`src/rtl/mdio_pkg.sv`:
```
package mdio_pkg;
   localparam int FRAME_W  = 32;
   localparam int PRE_W    = 32;
   localparam int DATA_W   = 16;
   localparam int REL_FROM = 14;   // first released bit of a read frame
   localparam int TA_LOW   = 15;   // bit the PHY must drive low
   localparam int DATA_LO  = 16;   // first data bit position

   typedef enum logic [1:0] {
      WOP_ADDR  = 2'b00,
      WOP_WRITE = 2'b01,
      WOP_READ  = 2'b10
   } short_wop_e;

   function automatic logic op_is_read(input logic ext, input logic [1:0] op);
      return ext ? op[1] : op[0];
   endfunction

   function automatic logic [FRAME_W-1:0] make_frame(
      input logic ext, input logic [1:0] op, input logic [4:0] phy,
      input logic [4:0] regad, input logic [DATA_W-1:0] data);
      logic [1:0] st;
      logic [1:0] wop;
      short_wop_e sw;
      sw  = op[0] ? WOP_READ : WOP_WRITE;
      st  = ext ? 2'b00 : 2'b01;
      wop = ext ? op : sw;
      return {st, wop, phy, regad, 2'b10,
              op_is_read(ext, op) ? {DATA_W{1'b0}} : data};
   endfunction
endpackage

```
`src/rtl/mdio_clkdiv.sv`:
```
module mdio_clkdiv #(
   parameter int DIV_W = 8
) (
   input  logic             clk,
   input  logic             rst_n,
   input  logic             run,
   input  logic [DIV_W-1:0] div,
   output logic             tick
);
   logic [DIV_W-1:0] cnt;

   assign tick = run && (cnt == div);

   always_ff @(posedge clk) begin
      if (!rst_n)             cnt <= '0;
      else if (!run || tick)  cnt <= '0;
      else                    cnt <= cnt + 1'b1;
   end
endmodule

```
`src/rtl/mdio_insync.sv`:
```
module mdio_insync #(
   parameter int STAGES = 0
) (
   input  logic clk,
   input  logic rst_n,
   input  logic din,
   output logic dout
);
   generate
      if (STAGES == 0) begin : g_direct
         assign dout = din;
      end else begin : g_chain
         logic [STAGES-1:0] sr;
         always_ff @(posedge clk) begin
            if (!rst_n) sr <= '1;
            else        sr <= {sr[STAGES-2 >= 0 ? STAGES-2 : 0:0], din};
         end
         assign dout = sr[STAGES-1];
      end
   endgenerate
endmodule

```
`src/rtl/mdio_engine.sv`:
```
module mdio_engine
   import mdio_pkg::*;
(
   input  logic               clk,
   input  logic               rst_n,
   input  logic               start,
   input  logic [FRAME_W-1:0] frame_in,
   input  logic               rd_in,
   input  logic               pre_in,
   input  logic               tick,
   input  logic               sdi,
   output logic               active,
   output logic               mdc,
   output logic               sdo,
   output logic               sdo_en,
   output logic               fin,
   output logic               ta_ok,
   output logic [DATA_W-1:0]  rx
);
   localparam int POS_W = $clog2(PRE_W + FRAME_W);

   logic [POS_W-1:0]   pos;
   logic [POS_W-1:0]   jpos;
   logic [POS_W-1:0]   last_pos;
   logic [FRAME_W-1:0] frame_q;
   logic               rd_q;
   logic               pre_q;

   // {output enable, output value} for bit position p of the whole sequence
   function automatic logic [1:0] drive(input logic pre, input logic rd,
                                        input logic [FRAME_W-1:0] fr,
                                        input logic [POS_W-1:0] p);
      logic [POS_W-1:0] j;
      if (pre && p < POS_W'(PRE_W)) return 2'b11;
      j = pre ? p - POS_W'(PRE_W) : p;
      return {!(rd && j >= POS_W'(REL_FROM)), fr[5'(FRAME_W-1) - j[4:0]]};
   endfunction

   assign jpos     = pre_q ? pos - POS_W'(PRE_W) : pos;
   assign last_pos = pre_q ? POS_W'(PRE_W + FRAME_W - 1) : POS_W'(FRAME_W - 1);
   assign fin      = active && tick && mdc && (pos == last_pos);

   always_ff @(posedge clk) begin
      if (!rst_n) begin
         active  <= 1'b0;
         mdc     <= 1'b1;
         sdo     <= 1'b0;
         sdo_en  <= 1'b0;
         pos     <= '0;
         frame_q <= '0;
         rd_q    <= 1'b0;
         pre_q   <= 1'b0;
         ta_ok   <= 1'b0;
         rx      <= '0;
      end else if (start && !active) begin
         active        <= 1'b1;
         mdc           <= 1'b0;
         pos           <= '0;
         frame_q       <= frame_in;
         rd_q          <= rd_in;
         pre_q         <= pre_in;
         ta_ok         <= 1'b0;
         {sdo_en, sdo} <= drive(pre_in, rd_in, frame_in, '0);
      end else if (active && tick) begin
         if (!mdc) begin
            mdc <= 1'b1;
            if (rd_q && jpos == POS_W'(TA_LOW)) ta_ok <= !sdi;
            if (rd_q && jpos >= POS_W'(DATA_LO) && jpos < POS_W'(FRAME_W))
               rx <= {rx[DATA_W-2:0], sdi};
         end else if (fin) begin
            active <= 1'b0;
            sdo_en <= 1'b0;
         end else begin
            mdc           <= 1'b0;
            pos           <= pos + 1'b1;
            {sdo_en, sdo} <= drive(pre_q, rd_q, frame_q, pos + 1'b1);
         end
      end
   end
endmodule

```
`src/rtl/mdio_master.sv`:
```
module mdio_master
   import mdio_pkg::*;
#(
   parameter int DIV_W       = 8,
   parameter int SYNC_STAGES = 0
) (
   input  logic              clk,
   input  logic              rst_n,
   input  logic              cfg_clause45,
   input  logic              cfg_preamble,
   input  logic [DIV_W-1:0]  cfg_div,
   input  logic              cmd_go,
   input  logic [1:0]        cmd_op,
   input  logic [4:0]        cmd_phy,
   input  logic [4:0]        cmd_reg,
   input  logic              wr_load,
   input  logic [15:0]       wr_data,
   output logic              wr_pending,
   output logic              rd_pending,
   output logic              rd_valid,
   output logic [15:0]       rd_data,
   output logic              mdc,
   output logic              mdio_out,
   output logic              mdio_oe,
   input  logic              mdio_in
);
   generate
      if (DIV_W < 1 || DIV_W > 16) begin : g_bad_div
         $error("mdio_master: DIV_W must be 1..16");
      end
      if (SYNC_STAGES < 0 || SYNC_STAGES > 3) begin : g_bad_sync
         $error("mdio_master: SYNC_STAGES must be 0..3");
      end
   endgenerate

   logic [DATA_W-1:0] wval_q;
   logic [DATA_W-1:0] wval_eff;
   logic              busy;
   logic              accept;
   logic              is_rd;
   logic              rd_kind_q;
   logic              tick;
   logic              sdi;
   logic              fin;
   logic              ta_ok;
   logic [DATA_W-1:0] rx;

   assign wval_eff = wr_load ? wr_data : wval_q;
   assign accept   = cmd_go && !busy;
   assign is_rd    = op_is_read(cfg_clause45, cmd_op);

   always_ff @(posedge clk) begin
      if (!rst_n) begin
         wval_q    <= '0;
         rd_kind_q <= 1'b0;
         rd_valid  <= 1'b0;
         rd_data   <= '0;
      end else begin
         if (wr_load) wval_q <= wr_data;
         if (accept) rd_kind_q <= is_rd;
         if (accept && is_rd) begin
            rd_valid <= 1'b0;
         end else if (fin && rd_kind_q) begin
            rd_valid <= ta_ok;
            rd_data  <= rx;
         end
      end
   end

   assign rd_pending = busy && rd_kind_q;
   assign wr_pending = busy && !rd_kind_q;

   mdio_clkdiv #(.DIV_W(DIV_W)) u_div (
      .clk(clk), .rst_n(rst_n), .run(busy), .div(cfg_div), .tick(tick));

   mdio_insync #(.STAGES(SYNC_STAGES)) u_sync (
      .clk(clk), .rst_n(rst_n), .din(mdio_in), .dout(sdi));

   mdio_engine u_eng (
      .clk(clk), .rst_n(rst_n), .start(accept),
      .frame_in(make_frame(cfg_clause45, cmd_op, cmd_phy, cmd_reg, wval_eff)),
      .rd_in(is_rd), .pre_in(cfg_preamble), .tick(tick), .sdi(sdi),
      .active(busy), .mdc(mdc), .sdo(mdio_out), .sdo_en(mdio_oe),
      .fin(fin), .ta_ok(ta_ok), .rx(rx));
endmodule

```
`config.mk`:
```
export PLATFORM = sky130hd
export DESIGN_NAME = mdio_master
export DESIGN_NICKNAME = d
export VERILOG_FILES = /design/src/rtl/mdio_pkg.sv /design/src/rtl/mdio_clkdiv.sv /design/src/rtl/mdio_insync.sv /design/src/rtl/mdio_engine.sv /design/src/rtl/mdio_master.sv
export SDC_FILE = /design/constraint.sdc
export NUM_CORES = 1
export LEC_CHECK = 0
export ABC_AREA = 1
export BUFFER_PORTS_ARGS = -buffer_cell sky130_fd_sc_hd__buf_4
export CAP_MARGIN = 5
export CORE_MARGIN = 3
export CORE_UTILIZATION = 63
export CTS_BUF_LIST = sky130_fd_sc_hd__clkbuf_4
export CTS_CLUSTER_DIAMETER = 80
export CTS_CLUSTER_SIZE = 20
export DETAILED_ROUTE_END_ITERATION = 12
export GPL_TIMING_DRIVEN = 0
export PLACE_DENSITY_LB_ADDON = 0.1
export SETUP_SLACK_MARGIN = 0.02
export SLEW_MARGIN = 5
export SYNTH_ARGS = -nofsm -noshare
export SYNTH_HDL_FRONTEND = slang
export SYNTH_SLANG_ARGS = --single-unit
```
`constraint.sdc`:
```
create_clock -name clk -period 3.15 [get_ports clk]
set_input_delay 0.63 -clock clk [delete_from_list [all_inputs] [get_ports clk]]
set_output_delay 0.63 -clock clk [all_outputs]
set_load 0.01 [all_outputs]
```
==> impl_metrics.py, run 1 <==
metrics = {
    "run_status": {
        "status": "completed",
    },
    "detailed_routing": {
        "dr.pass1.iters": 5,
        "via_count": 3921,
        "drc_errors": 0,
        "final_antenna_net_count": 0,
        "vias_per_cell": 5.25,
        "wl_mm": 9.43,
        "drt-initial-drc-count": 307,
        "avgRoutedWirePerCell_um": 12.6,
    },
    "cts": {
        "cts_made_buffers": 9,
        "clock_path_buffers": 2,
        "cts_tree": "built",
        "htreeDepth": 3,
        "cts_resized": 0,
        "cts_setup_buffers": 0,
        "ctsHoldBuffers": 0,
        "cts_root_buf": "clkbuf_4",
        "path_clk_slew_ps": 160,
        "numClockSinks": 99,
        "clk_latency_ps": 460,
    },
    "global_route": {
        "grt_overflow": 0,
        "grt_use_total_pct": 26.6,
        "grt_max_degree": 20,
        "grt_pass1_wl_mm": 16.3,
        "antenna_found_initial": 0,
        "grt_pass1_vias": 3757,
    },
    "final_layout": {
        "post-route-util_pct": 77.2,
        "drive_gt1_share_pct": 16.3,
        "antenna_cells": 0,
        "syn2layout_area_growth_pct": 17.6,
        "finalNetCount": 711,
        "final_common_cell": "nand2_1",
        "final_cell_mix": "nand2_1, dfxtp_1, inv_1",
    },
    "critical_path": {
        "timing.rr.start": "u_eng.active",
        "cp-startpoint": "u_eng.active",
        "critPathKind": "reg2reg",
        "critPathRequiredTime_ps": 3540,
        "cp-start-kind": "register",
        "endpoint_kind": "register",
        "cp_max_fo": 10,
        "arrival_ps": 2430,
    },
    "sta": {
        "slew_viol_final": 0,
        "fin_crit_ps": 2040,
        "setup_viol": 0,
        "grt_setup_unrepaired": "false",
        "worst_pin_slew_ps": 638,
        "finalCritPeriodShare_pct": 64.8,
        "final.setup.tns_ps": 0,
        "hold_viol": 0,
        "fmax_ghz": 0.490,
        "worst_slew_margin_rel_pct": 57.5,
        "skew_ps": 16.6,
    },
    "floorplan": {
        "boundaryPins": 65,
        "dieWidth_um": 87.8,
        "num_rows": 29,
        "core-area_mm2": 0.00642,
        "die_y_um": 87.8,
        "dieArea_mm2": 0.00771,
        "start_util_pct": 65.7,
    },
    "synthesis": {
        "ys_types": 34,
        "yosysWarnings": 0,
        "synth-seq-area-share_pct": 47.0,
        "syn_area_per_cell_um2": 7.15,
        "ys_ff_latch": 99,
        "syn_inst": 590,
        "synthesis.area_mm2": 0.00422,
        "synth_nets": 636,
    },
    "min_path": {
        "hp-class": "in2reg",
        "min_from": "mdio_in",
    },
    "placed_design": {
        "portBuffers": 64,
        "gp_congestion": 0.940,
        "place_hpwl_mm": 7.09,
    },
    "power": {
        "vdd_drop_max_mv": 0.319,
        "p_leak_nw": 2.23,
        "power_density_mw_per_mm2": 461,
    },
    "flow_run": {
        "drv_cap": 0,
    },
}
## final timing paths
path	end	slack (ps)	cells past startpoint
max	u_eng.frame_q[11]	1110	7
min	u_eng.ta_ok	340	2
max reg2reg	u_eng.frame_q[11]	1110	7
min reg2reg	u_eng.rx[15]	470	2
## registers in the layout (all words and copies together) (netlist names)
name           count
u_eng.rx          16
u_eng.sdo          1
u_eng.sdo_en       1
u_eng.pos          6
u_eng.pre_q        1
wval_q            16
u_eng.frame_q     29
u_eng.mdc          1
rd_data           16
rd_kind_q          1
u_eng.active       1
u_eng.ta_ok        1
u_div.cnt          8
rd_valid           1
## through the flow
step                      hold WS, ps  instance area, µm²  power, W  worst slack, ps  instances
after floorplan                   423                4220   0.00148             1350        590
after global placement            433                4790   0.00156              848        731
after detailed placement          444                4790   0.00157              813        731
after CTS                         328                4960   0.00229             1140        747
after global routing              317                4960   0.00239              928        747
final                             341                4960   0.00228             1110        747
## critical path: stages (launching register included)
cell and delay, ps:
dfxtp_1 520, inv_2 90, nand2_2 200, inv_1 150
nor2_1 450, inv_2 170, buf_2 230, o21ai_0 170
## metal layers
layer	part of all wire, %	GRT usage, %	vias to the layer above
met4	1.8	7.81	0
met3	6.2	7.06	19
met2	46	44.0	116
li1	-	-	2009
met5	0	0	-
met1	46	34.1	1777
## where the power goes
group	total (W)	leakage [nW]	switching, W	internal [W]
clock network	0.000737	0.0848	0.000470	0.000267
registers	0.00132	0.807	0.0000246	0.00130
logic	0.000223	1.34	0.000130	0.0000937
total	0.00228	2.23	0.000625	0.00166
## cell usage after synthesis
cell type / n / area (µm²)
nor2_1: 67 / 251
xor2_1: 4 / 35.0
buf_1: 2 / 7.51
nand2_1: 117 / 439
xnor2_1: 1 / 8.76
buf_6: 2 / 22.5
a211oi_1: 1 / 7.51
dfxtp_1: 99 / 1980
nor2_4: 2 / 22.5
o21ai_1: 18 / 90.1
nor2_2: 2 / 12.5
nor2_8: 1 / 20.0
mux2_2: 1 / 11.3
nand2_4: 2 / 22.5
buf_2: 8 / 40.0
nand4_1: 1 / 6.26
o22ai_1: 1 / 6.26
nand4_2: 1 / 12.5
o211ai_1: 1 / 7.51
nor3_1: 4 / 20.0
clkinv_1: 1 / 3.75
a31oi_1: 1 / 6.26
nand2_2: 2 / 12.5
clkbuf_1: 12 / 45.0
nor3b_1: 2 / 15.0
inv_2: 5 / 18.8
inv_1: 85 / 319
nand3_2: 2 / 20.0
o21a_1: 1 / 7.51
a21oi_1: 45 / 225
nand3_1: 34 / 170
or2_2: 1 / 6.26
ha_1: 3 / 37.5
o21ai_0: 61 / 305
## layout make-up
type | count | area [µm²]
flip-flops and latches | 99 | 1980
multi-input cells | 376 | 1780
fillers | 519 | 1460
repair buffers | 64 | 480
inverters | 91 | 342
plain buffers | 24 | 115
clock inverters | 7 | 96.3
well taps | 77 | 96.3
clock buffers | 9 | 67.6
## logic make-up (layout without fill, tap and decap cells)
group / after synthesis / after routing / share of synthesized area [%]
DFF: 99 / 99 / 47.0
muxes: 1 / 1 / 0.267
and+or+nand+nor: 238 / 238 / 24.4
buffers and inverters: 115 / 195 / 10.8
xor gates and xnor gates: 5 / 5 / 1.04
adders and majority gates: 3 / 3 / 0.890
AOI/OAI and AO/OA: 129 / 129 / 15.5
Note: power is estimated with default switching activity, not from simulation.
==> run 2, diff against run 1 <==
--- a/config.mk
+++ b/config.mk
@@ -9,7 +9,7 @@
 export BUFFER_PORTS_ARGS = -buffer_cell sky130_fd_sc_hd__buf_4
 export CAP_MARGIN = 5
 export CORE_MARGIN = 3
-export CORE_UTILIZATION = 63
+export CORE_UTILIZATION = 59
 export CTS_BUF_LIST = sky130_fd_sc_hd__clkbuf_4
 export CTS_CLUSTER_DIAMETER = 80
 export CTS_CLUSTER_SIZE = 20
==> constraint.sdc (replaced) <==
create_clock -name clk -period 1.9 [get_ports clk]
set_input_delay 0.38 -clock clk [delete_from_list [all_inputs] [get_ports clk]]
set_output_delay 0.38 -clock clk [all_outputs]
set_load 0.01 [all_outputs]
==> run 2 against run 1 <==
  * Worst hold slack worse by 250 ps
  * Global-route usage decreased by 3.5 points
  * Largest cell class unchanged
  * Critical path depth grew 5
  * Sequential power increased by 67%
  * Design area up 1.6%
  * Cell count is 2.8% higher
  * Clock power grew 68%
  * Non-clock buffer count rose by 2
  * Clock skew up 14 ps
  * Combinational power rose by 66%
==> impl_metrics.py, run 2 (synthesized netlist as in run 1, its figures left out) <==
metrics = {
    "run_status": {
        "status": "completed",
    },
    "sta": {
        "grt_setup_unrepaired": "true",
        "fin_crit_ps": 1740,
        "worst_slew_margin_rel_pct": 61.2,
        "finalCritPeriodShare_pct": 91.6,
        "slew_viol_final": 0,
        "skew_ps": 30.7,
        "setup_viol": 0,
        "fmax_ghz": 0.575,
        "worst_pin_slew_ps": 581,
        "hold_viol": 0,
        "holdWs_ps": 94.2,
    },
    "power": {
        "vdd_drop_max_mv": 0.484,
        "p_switching_w": 0.00104,
        "combPwrFrac_pct": 9.7,
        "intPower_w": 0.00276,
        "switching_share_pct": 27.4,
        "pwr-share-seq_pct": 57.8,
        "power_density_mw_per_mm2": 755,
        "clockPowerShare_pct": 32.5,
        "p_leak_nw": 2.26,
    },
    "final_layout": {
        "top_register": "u_eng.frame_q",
        "final_common_cell": "nand2_1",
        "nFillCells": 598,
        "largest_register_ffs": 29,
        "multi_input_area_mm2": 0.00180,
        "final_cell_mix": "nand2_1, dfxtp_1, inv_1",
        "syn2layout_area_growth_pct": 19.4,
        "finalInstanceArea_mm2": 0.00504,
        "antenna_cells": 0,
        "post-route-util_pct": 73.3,
        "finalNetCount": 713,
        "seq_area_mm2": 0.00199,
        "drive_gt1_share_pct": 18.0,
    },
    "global_route": {
        "grt_overflow": 0,
        "antenna_found_initial": 0,
        "grt_pass1_vias": 3520,
        "grt_max_degree": 21,
        "grt_pass1_wl_mm": 15.7,
        "grt_use_total_pct": 23.1,
    },
    "cts": {
        "numClockSinks": 99,
        "path_clk_slew_ps": 180,
        "htreeDepth": 3,
        "cts_made_buffers": 9,
        "cts_root_buf": "clkbuf_4",
        "clock_path_buffers": 2,
        "clk_latency_ps": 450,
        "cts_tree": "built",
        "ctsHoldBuffers": 0,
    },
    "detailed_routing": {
        "drt-initial-drc-count": 194,
        "final_antenna_net_count": 0,
        "drc_errors": 0,
        "dr.pass1.iters": 5,
        "avgRoutedWirePerCell_um": 11.8,
        "vias_per_cell": 4.98,
        "via_count": 3822,
        "wl_mm": 9.08,
    },
    "critical_path": {
        "critPathKind": "reg2reg",
        "critPathRequiredTime_ps": 2280,
        "cp-start-kind": "register",
        "cp_cell_sequence": "inv_1, nand2_1, nand2_1, nor2_1, nand2_1, nor2_4, nand2_4, nor2_8, nand3_2, buf_2, o21ai_1, nor2_1",
        "cp_slowest_stage_delay_ps": 420,
        "endpoint_kind": "register",
        "cp_max_fo": 10,
        "crit_top_cell": "nand2_1",
        "arrival_ps": 2120,
        "slowest_stage": "dfxtp_1",
    },
    "placed_design": {
        "place_hpwl_mm": 6.77,
        "gp_congestion": 0.870,
        "place_area_mm2": 0.00482,
        "portBuffers": 64,
    },
    "floorplan": {
        "core-area_mm2": 0.00687,
        "die_y_um": 90.6,
        "start_util_pct": 61.4,
        "num_rows": 30,
        "dieWidth_um": 90.6,
        "boundaryPins": 65,
        "dieArea_mm2": 0.00820,
    },
    "min_path": {
        "hp-class": "in2reg",
    },
    "flow_run": {
        "drv_cap": 0,
    },
}
==> run 2: path summary, 6_finish.rpt <==
check / startpoint / to / slack (ps) / cells after the start
max: u_div.cnt[0] / rd_data[8] / 160 / 12
min: mdio_in / u_eng.ta_ok / 90 / 2
max reg2reg: u_div.cnt[0] / rd_data[8] / 160 / 12
min reg2reg: u_eng.frame_q[17] / u_eng.frame_q[17] / 460 / 2
==> run 2: worst max-delay path: cells and delay by family (launching register included) <==
kind / cells / cell delay [ps]
simple gates: 9 / 830
flops: 1 / 420
buf+inv: 2 / 270
compound gates: 1 / 150
==> run 2: through the flow <==
stage	instances	worst slack [ps]	TNS, ps	power [W]
global route	768	-5.28	-5.28	0.00397
CTS	766	27.6	0	0.00383
finish	768	160	0	0.00380
detailed placement	750	-208	-2840	0.00260
global placement	750	-171	-2120	0.00259
floorplan	590	181	0	0.00245
==> run 2: area by class of cell <==
class,count,area share (%)
plain buffers,24,2.41
inverters,91,6.83
multi-input cells,376,35.7
flip-flops and latches,99,39.5
repair buffers,66,9.84
clock buffers,9,1.34
clock inverters,7,2.04
well taps,96,2.39
==> run 2: timing repair <==
item / in CTS / in global routing
setup endpoints to repair: 12 / 45
buffers inserted: 0 / 2
gates resized for setup: 3 / 12
==> run 2: power groups by stage <==
stage	sequential [W]	combinational, W	clock (W)
after global routing	0.00221	0.000422	0.00134
after floorplan	0.00223	0.000220	0
final	0.00220	0.000370	0.00124
after detailed placement	0.00224	0.000366	0
after CTS	0.00220	0.000368	0.00126
after global placement	0.00224	0.000356	0
==> run 2: routing by layer <==
layer  vias to the layer above  global-route usage [%]  wire (µm)
li1                       2014                       -          -
met4                         0                    5.87         94
met1                      1710                    31.6       4280
met5                         -                       0          0
met3                         9                    5.33        553
met2                        89                    36.9       4150
==> run 3, diff against run 2 <==
--- a/config.mk
+++ b/config.mk
@@ -9,7 +9,7 @@
 export BUFFER_PORTS_ARGS = -buffer_cell sky130_fd_sc_hd__buf_4
 export CAP_MARGIN = 5
 export CORE_MARGIN = 3
-export CORE_UTILIZATION = 59
+export CORE_UTILIZATION = 53
 export CTS_BUF_LIST = sky130_fd_sc_hd__clkbuf_4
 export CTS_CLUSTER_DIAMETER = 80
 export CTS_CLUSTER_SIZE = 20
==> constraint.sdc (replaced) <==
create_clock -name clk -period 1.5 [get_ports clk]
set_input_delay 0.3 -clock clk [delete_from_list [all_inputs] [get_ports clk]]
set_output_delay 0.3 -clock clk [all_outputs]
set_load 0.01 [all_outputs]
==> run 3 against run 2 <==
  * Critical path depth is 1 lower
  * Flip-flop and latch count stayed put
  * Largest cell class is now multi-input combinational cells
  * Utilization is 2.9 points higher
  * Non-clock buffer count is 27 higher
  * The run now ends with setup timing left
  * Register-to-register slack worse by 460 ps
==> impl_metrics.py, run 3 (synthesized netlist as in run 1, its figures left out) <==
metrics = {
    "power": {
        "power_density_mw_per_mm2": 892,
        "vdd_drop_max_mv": 0.644,
        "p_leak_nw": 2.51,
        "p_total_w": 0.00509,
    },
    "critical_path": {
        "endpoint_kind": "register",
        "cp-endpoint": "rd_data[1]",
        "ff2ff_setup_slack_ps": -300,
        "crit_top_cell": "nand2_1",
        "cp-start-kind": "register",
        "reg2reg_depth": 11,
        "r2r-end": "rd_data[1]",
        "arrival_ps": 2160,
        "cp-startpoint": "u_eng.pos[1]",
        "path_depth": 11,
        "cp_max_fo": 5,
        "timing.rr.start": "u_eng.pos[1]",
        "cp_slowest_stage_delay_ps": 390,
        "cp.buffers_inverters": 2,
        "critPathTopFamily": "simple AND/OR/NAND/NOR gates",
        "cp_cell_sequence": "ha_1, nand2_1, nor2_2, nand3_2, inv_2, nand2_4, nor2_4, buf_6, nand2_2, nand2_1, nor2_1",
        "critPathRequiredTime_ps": 1860,
        "critPathKind": "reg2reg",
        "slowest_stage": "dfxtp_2",
    },
    "floorplan": {
        "core-area_mm2": 0.00749,
        "die_y_um": 95.2,
        "dieArea_mm2": 0.00906,
        "boundaryPins": 65,
        "dieWidth_um": 95.2,
        "num_rows": 31,
        "start_util_pct": 56.3,
    },
    "final_layout": {
        "post-route-util_pct": 76.2,
        "largest_register_ffs": 29,
        "antenna_cells": 0,
        "final_cell_mix": "nand2_1, buf_4, dfxtp_1",
        "top_register": "u_eng.frame_q",
        "nFillCells": 548,
        "final_common_cell": "nand2_1",
        "syn2layout_area_growth_pct": 35.3,
        "finalNetCount": 740,
        "drive_gt1_share_pct": 33.0,
    },
    "global_route": {
        "grt_use_total_pct": 22.4,
        "grt_pass1_vias": 3532,
        "grt_max_degree": 17,
        "grt_overflow": 0,
        "antenna_found_initial": 0,
        "grt_pass1_wl_mm": 15.9,
    },
    "detailed_routing": {
        "via_count": 4169,
        "drc_errors": 0,
        "final_antenna_net_count": 0,
        "avgRoutedWirePerCell_um": 13.6,
        "vias_per_cell": 5.23,
        "wl_mm": 10.8,
        "dr.pass1.iters": 5,
        "drt-initial-drc-count": 204,
    },
    "cts": {
        "numClockSinks": 99,
        "cts_root_buf": "clkbuf_4",
        "clk_latency_ps": 450,
        "clock_path_buffers": 2,
        "htreeDepth": 3,
        "cts_made_buffers": 9,
        "path_clk_slew_ps": 160,
        "ctsHoldBuffers": 0,
        "cts_tree": "built",
    },
    "run_status": {
        "violations": "setup timing",
        "status": "complete, but fails checks",
    },
    "sta": {
        "hold_viol": 0,
        "worst_slew_margin_rel_pct": 62.7,
        "fmax_ghz": 0.556,
        "post-route-worst-setup-slack_ps": -300,
        "skew_ps": 27.4,
        "worst_pin_slew_ps": 560,
        "slew_viol_final": 0,
        "grt_setup_unrepaired": "true",
        "setup_viol": 40,
        "finalCritPeriodShare_pct": 120,
        "fin_crit_ps": 1800,
        "holdWs_ps": 49.6,
    },
    "placed_design": {
        "gp_congestion": 0.856,
        "place_hpwl_mm": 6.87,
        "portBuffers": 64,
        "place_ws_ps": -512,
    },
    "flow_run": {
        "drv_cap": 0,
    },
    "min_path": {
        "hp-class": "in2reg",
        "min_from": "mdio_in",
    },
}
[run 3: cell types whose count changed in the layout (fill, tap and decap cells not counted), sizes merged]
cell	before	now
inv	94	89
buf	78	105
bufinv	1	3
clkinvlp	0	2
[run 3: worst min path at each step]
stage                                    to  slack (ps)  depth (start not counted)
after floorplan                 u_eng.ta_ok         390                          1
after global placement    u_eng.frame_q[17]         430                          2
after detailed placement       u_div.cnt[0]         440                          1
after CTS                       u_eng.ta_ok          40                          2
after global routing            u_eng.ta_ok          30                          2
final                           u_eng.ta_ok          50                          2
[run 3: metrics by stage]
step                      area, µm²  TNS [ps]  cells
after floorplan                4250      -136    590
after global placement         4850    -25470    753
after detailed placement       4850    -26040    753
after CTS                      5230     -5120    782
after global routing           5710    -11790    797
final                          5710     -6840    797
[run 3: layout make-up]
class                   count  area (µm²)  share of cell area, %
multi-input cells         376        2100                   36.8
flip-flops and latches     99        2010                   35.2
repair buffers             94         747                   13.1
inverters                  91         369                   6.47
plain buffers              23         178                   3.11
well taps                  99         124                   2.17
clock inverters             6         114                   2.00
clock buffers               9        67.6                   1.18
[run 3: what timing repair did]
item / in CTS / in global routing
endpoints found under the setup margin: 77 / 62
gates resized for setup: 32 / 116
buffers inserted: 13 / 12
gates cloned: 2 / 3
pin swaps: 12 / 25
[run 3: metal layers]
layer / global-route usage, % / up-vias / wire length, µm
li1: - / 2068 / -
met1: 31.6 / 1945 / 4830
met2: 34.6 / 137 / 5110
met3: 3.55 / 19 / 707
met4: 8.05 / 0 / 189
met5: 0 / - / 0
[run 3: where the power goes]
part	switching (W)	internal (W)	total [W]
clock	0.000899	0.000845	0.00174
sequential	0.0000515	0.00273	0.00278
combinational	0.000321	0.000240	0.000561
total	0.00127	0.00382	0.00509
